==> src/rtl/phase_step_pkg.sv <==
package phase_step_pkg;
  typedef enum logic {STEP_UP = 1'b0, STEP_DOWN = 1'b1} step_dir_e;
endpackage

==> src/rtl/phstep_chop.sv <==
module phstep_chop (
  input  logic clk,
  input  logic rst,
  input  logic take,
  input  logic raw_sign,
  output logic eff_positive
);
  logic chop_q;

  // Inverted polarity on every second accepted decision
  assign eff_positive = raw_sign ^ chop_q;

  always_ff @(posedge clk) begin
    if (rst)       chop_q <= 1'b0;
    else if (take) chop_q <= ~chop_q;
  end

  p_chop_toggle_r2: assert property (@(posedge clk) disable iff (rst)
    take |=> chop_q != $past(chop_q));
  p_chop_hold_r7: assert property (@(posedge clk) disable iff (rst)
    !take |=> $stable(chop_q));
endmodule

==> src/rtl/phstep_code.sv <==
module phstep_code
  import phase_step_pkg::*;
#(
  parameter int NUM_TAPS = 24,
  parameter int CODE_W   = 5
) (
  input  logic              clk,
  input  logic              rst,
  input  logic              step_en,
  input  step_dir_e         step_dir,
  output logic [CODE_W-1:0] code_q,
  output logic [CODE_W-1:0] code_nxt,
  output logic              wrap_up,
  output logic              wrap_dn
);
  localparam logic [CODE_W-1:0] LAST = CODE_W'(NUM_TAPS - 1);
  localparam logic [CODE_W-1:0] ONE  = CODE_W'(1);

  always_comb begin
    code_nxt = code_q;
    wrap_up  = 1'b0;
    wrap_dn  = 1'b0;
    if (step_en) begin
      if (step_dir == STEP_DOWN) begin
        if (code_q == '0) begin
          code_nxt = LAST;
          wrap_dn  = 1'b1;
        end else begin
          code_nxt = code_q - ONE;
        end
      end else begin
        if (code_q == LAST) begin
          code_nxt = '0;
          wrap_up  = 1'b1;
        end else begin
          code_nxt = code_q + ONE;
        end
      end
    end
  end

  always_ff @(posedge clk) begin
    if (rst) code_q <= '0;
    else     code_q <= code_nxt;
  end

  p_one_step_r3: assert property (@(posedge clk) disable iff (rst)
    step_en |=> ($past(step_dir) == STEP_DOWN)
      ? (code_q == (($past(code_q) == '0) ? LAST : $past(code_q) - ONE))
      : (code_q == (($past(code_q) == LAST) ? '0 : $past(code_q) + ONE)));
  p_code_range_r4: assert property (@(posedge clk) disable iff (rst)
    code_q <= LAST);
  p_code_hold_r7: assert property (@(posedge clk) disable iff (rst)
    !step_en |=> $stable(code_q));
endmodule

==> src/rtl/phstep_wrap.sv <==
module phstep_wrap #(
  parameter int WRAP_W = 3
) (
  input  logic              clk,
  input  logic              rst,
  input  logic              wrap_up,
  input  logic              wrap_dn,
  output logic [WRAP_W-1:0] wrap_q,
  output logic [WRAP_W-1:0] wrap_nxt
);
  localparam logic [WRAP_W-1:0] W_MAX = {1'b0, {(WRAP_W-1){1'b1}}};
  localparam logic [WRAP_W-1:0] W_MIN = {1'b1, {(WRAP_W-1){1'b0}}};
  localparam logic [WRAP_W-1:0] W_ONE = WRAP_W'(1);

  always_comb begin
    wrap_nxt = wrap_q;
    if (wrap_up && wrap_q != W_MAX)      wrap_nxt = wrap_q + W_ONE;
    else if (wrap_dn && wrap_q != W_MIN) wrap_nxt = wrap_q - W_ONE;
  end

  always_ff @(posedge clk) begin
    if (rst) wrap_q <= '0;
    else     wrap_q <= wrap_nxt;
  end

  p_wrap_quiet_r5: assert property (@(posedge clk) disable iff (rst)
    (!wrap_up && !wrap_dn) |=> $stable(wrap_q));
  p_wrap_inc_r5: assert property (@(posedge clk) disable iff (rst)
    (wrap_up && wrap_q != W_MAX) |=> wrap_q == $past(wrap_q) + W_ONE);
  p_sat_hi_r6: assert property (@(posedge clk) disable iff (rst)
    (wrap_up && wrap_q == W_MAX) |=> wrap_q == W_MAX);
  p_sat_lo_r6: assert property (@(posedge clk) disable iff (rst)
    (wrap_dn && wrap_q == W_MIN) |=> wrap_q == W_MIN);
endmodule

==> src/rtl/phase_step_ctrl.sv <==
module phase_step_ctrl
  import phase_step_pkg::*;
#(
  parameter int NUM_TAPS = 24,
  parameter int CODE_W   = 5,
  parameter int WRAP_W   = 3,
  localparam int UNW_W   = CODE_W + WRAP_W
) (
  input  logic              clk,
  input  logic              rst,
  input  logic              dec_valid,
  input  logic              dec_sign,
  output logic [CODE_W-1:0] tap_code,
  output logic [WRAP_W-1:0] wrap_count,
  output logic [UNW_W-1:0]  phase_unwrapped
);
  logic              eff_pos;
  logic [CODE_W-1:0] code_nxt;
  logic [WRAP_W-1:0] wrap_nxt;
  logic              w_up, w_dn;
  logic [UNW_W-1:0]  unw_nxt;
  step_dir_e         dir;

  phstep_chop u_chop (
    .clk(clk), .rst(rst), .take(dec_valid),
    .raw_sign(dec_sign), .eff_positive(eff_pos)
  );

  assign dir = eff_pos ? STEP_DOWN : STEP_UP;

  phstep_code #(.NUM_TAPS(NUM_TAPS), .CODE_W(CODE_W)) u_code (
    .clk(clk), .rst(rst), .step_en(dec_valid), .step_dir(dir),
    .code_q(tap_code), .code_nxt(code_nxt), .wrap_up(w_up), .wrap_dn(w_dn)
  );

  phstep_wrap #(.WRAP_W(WRAP_W)) u_wrap (
    .clk(clk), .rst(rst), .wrap_up(w_up), .wrap_dn(w_dn),
    .wrap_q(wrap_count), .wrap_nxt(wrap_nxt)
  );

  // Two's complement: sign-extend count, scale by ring size, add code
  always_comb begin
    unw_nxt = {{(UNW_W-WRAP_W){wrap_nxt[WRAP_W-1]}}, wrap_nxt} * UNW_W'(NUM_TAPS)
            + {{(UNW_W-CODE_W){1'b0}}, code_nxt};
  end

  always_ff @(posedge clk) begin
    if (rst) phase_unwrapped <= '0;
    else     phase_unwrapped <= unw_nxt;
  end

  p_unwrap_r8: assert property (@(posedge clk) disable iff (rst)
    phase_unwrapped == UNW_W'({{(UNW_W-WRAP_W){wrap_count[WRAP_W-1]}}, wrap_count}
                               * UNW_W'(NUM_TAPS) + {{(UNW_W-CODE_W){1'b0}}, tap_code}));
  p_hold_r7: assert property (@(posedge clk) disable iff (rst)
    !dec_valid |=> ($stable(tap_code) && $stable(wrap_count) && $stable(phase_unwrapped)));
endmodule

==> config.mk <==
export PLATFORM = sky130hd
export DESIGN_NAME = phase_step_ctrl
export DESIGN_NICKNAME = d
export VERILOG_FILES = /design/src/rtl/phase_step_pkg.sv /design/src/rtl/phstep_chop.sv /design/src/rtl/phstep_code.sv /design/src/rtl/phstep_wrap.sv /design/src/rtl/phase_step_ctrl.sv
export SDC_FILE = /design/constraint.sdc
export NUM_CORES = 1
export LEC_CHECK = 0
export ABC_AREA = 1
export BUFFER_PORTS_ARGS = -buffer_cell sky130_fd_sc_hd__buf_2
export CAP_MARGIN = 20
export CORE_UTILIZATION = 50
export CTS_CLUSTER_SIZE = 28
export DETAILED_ROUTE_END_ITERATION = 8
export MAX_ROUTING_LAYER = met4
export PLACE_DENSITY = 0.82
export SETUP_SLACK_MARGIN = 0.15
export SLEW_MARGIN = 20
export SYNTH_ARGS = -nofsm -noshare
export SYNTH_HDL_FRONTEND = slang
export SYNTH_SLANG_ARGS = --single-unit
==> constraint.sdc <==
create_clock -name clk -period 3.92 [get_ports clk]
set_input_delay 0.196 -clock clk [delete_from_list [all_inputs] [get_ports clk]]
set_output_delay 0.196 -clock clk [all_outputs]
set_load 0.03 [all_outputs]
==> metrics <==
clk buf depth 2; outcome finished clean; Psw 0.190 mW; Final WS setup 1.23 ns; total grt overflow 0; Placer Congestion 0.865; CTS tree yes; Slew headroom 0.845; FP Rows 15; #FFs+latches synth 14; Final Instance Count excl. Fillers 176; worst slew pin tran 0.231 ns; critical path class flip-flop to flip-flop; drt pass-1 iters 4; post-layout net count 167; max-slew violations 0; I/O pin count 20; area grow syn2layout 14.1%; Synth top area share 0.290; dpl ws 1.28 ns; Die Ht 46.0 um; Ys Warns 0; H-tree depth 1; placed cells 172; end-of-flow core utilization 0.625; crit-path max FO 6; Wirelength per Cell 9.99 um; RSZ-0062 raised after global routing false; Cells after Synth 132; Final setup viols 0; GRT Util Overall 0.203; Tcrit/Tclk final 0.685; Critical Path AT 2.90 ns; dpl hpwl 1.40 mm; number of port buffers 19; Net Sw Frac 0.404; Clk pin slew, worst setup/hold paths 0.09 ns; postcts setup bufs 0; vias in the first global route 739; Seq pwr share 0.371; Root Driver clkbuf_4; VDD IR max 0.253 mV; Req. time, crit path 4.14 ns; first-pass GRT wire length 2.93 mm; TNS Setup 0 ns; Final Skew 0.00766 ns; post-route antenna net violation count 0; initial antenna violation count 0; share of cells above drive strength 1 0.258; DR iter-0 viols 16; DRC viols 0; HP Class primary input to flip-flop; final antenna diode count 0; Post-Syn Area 966 sq um; Final Hold Vio Count 0; syn avg cell area 7.32 sq um; final WL 1.76 mm; worst skew pair latency 0.29 ns; cells taking the most area after synthesis dfxtp_1 29%, ha_1 12%, nand2_1 9.3%, inv_1 7.8%, o21ai_0 4.7%; CTS Buf Count 3; cell taking the most area after synthesis dfxtp_1; Cell variety after synth 24; Clk pwr share 0.226; # Max-Cap Violations 0; largest net degree at the start of global routing 12; DIE WIDTH 46.0 um; post-synthesis sequential area ratio 0.290; Via density 5.01; Initial Util 0.548; Power Dens Cells 426 mW/mm^2; internal power 0.280 mW; core box area 0.00176 sq mm; syn_nets 147; cts hold-fix bufs 0; Post-CTS Resized 0; share of total power in combinational logic 0.403; detailed-route via count 882; static leakage 0.587 nW; min cycle time layout 2.69 ns; Clock Sink Count 14; die area 0.00211 sq mm; Critical Path Start Type flip-flop; fmax 372 MHz; Worst setup EP type flip-flop
power by group through the flow:
stage | Sequential (mW) | Clock [mW] | Combinational, mW
finish | 0.174 | 0.106 | 0.189
floorplan | 0.214 | 0 | 0.113
global route | 0.177 | 0.117 | 0.212
detailed placement | 0.178 | 0 | 0.189
global placement | 0.177 | 0 | 0.185
CTS | 0.175 | 0.112 | 0.190
cell families after synthesis:
family	synth area share
AND/OR/NAND/NOR	0.282
AO/OA/AOI/OAI	0.108
XOR/XNOR	0.0453
adder cells (fa/ha/maj)	0.158
flip-flops	0.290
buffers and inverters	0.117
state kept, by name (all words and copies together) (netlist names):
name and flops:
phase_unwrapped 8, u_chop.chop_q 1, u_code.code_q 2, u_wrap.wrap_q 3
layout make-up:
type / instances / area (sq um)
Clock buffer: 4 / 36.3
Fill cell: 179 / 662
Inverter: 23 / 86.3
Multi-Input combinational cell: 91 / 573
Sequential cell: 14 / 280
Tap cell: 25 / 31.3
Timing Repair Buffer: 19 / 95.1
routing by layer:
layer	global-route usage	wire, um
met4	0.129	49
met3	0.0437	116
met5	-	0
met2	0.327	836
met1	0.225	755
critical path, cell delays in order (launching register included):
cell,delay (ns)
dfxtp_1,0.41
ha_1,0.19
nand2_1,0.08
inv_1,0.08
nand2_2,0.07
nor2_2,0.13
nand3b_1,0.15
nand2_1,0.11
xor2_1,0.21
inv_1,0.09
ha_1,0.18
inv_1,0.06
fa_1,0.45
a21oi_1,0.20
o21ai_0,0.10
a21oi_1,0.11
stage by stage:
step | cell area [sq um] | power [mW] | hold WS, ns
final | 1100 | 0.470 | 0.218
after global routing | 1100 | 0.507 | 0.220
after CTS | 1100 | 0.476 | 0.205
after detailed placement | 1070 | 0.366 | 0.464
after global placement | 1070 | 0.362 | 0.457
after floorplan | 966 | 0.327 | 0.365
synth_stat cells:
master     n
nand2_1   24
inv_1     20
dfxtp_1   14
nor2_1    11
ha_1       9
o21ai_0    9
a21oi_1    7
nand3_1    6
nand2_2    5
xor2_1     4
buf_4      3
inv_2      3
nor2_2     3
fa_1       2
nand2_4    2
nor3_1     2
a21oi_2    1
clkbuf_1   1
nand3_2    1
nand3b_1   1
nor2_4     1
o211ai_1   1
o21bai_1   1
xnor2_1    1
worst paths after layout:
check	startpoint	endpoint	slack, ns	depth (start not counted)
worst max-delay path	phase_unwrapped[1]	phase_unwrapped[6]	1.23	15
worst min register to register	u_chop.chop_q	u_chop.chop_q	0.47	2
worst min-delay path	rst	phase_unwrapped[5]	0.22	2
worst max register to register	phase_unwrapped[1]	phase_unwrapped[6]	1.23	15
cells in the final DEF, fill, tap and decap left out, types with 2 or more instances in the layout:
cell,n
nand2_1,24
inv_1,20
buf_2,19
dfxtp_1,14
nor2_1,11
o21ai_0,9
ha_1,9
a21oi_1,7
nand3_1,6
nand2_2,5
xor2_1,4
inv_2,3
nor2_2,3
clkbuf_4,3
nand2_4,2
nor3_1,2
fa_1,2
Note: power is estimated with default switching activity, not from simulation.
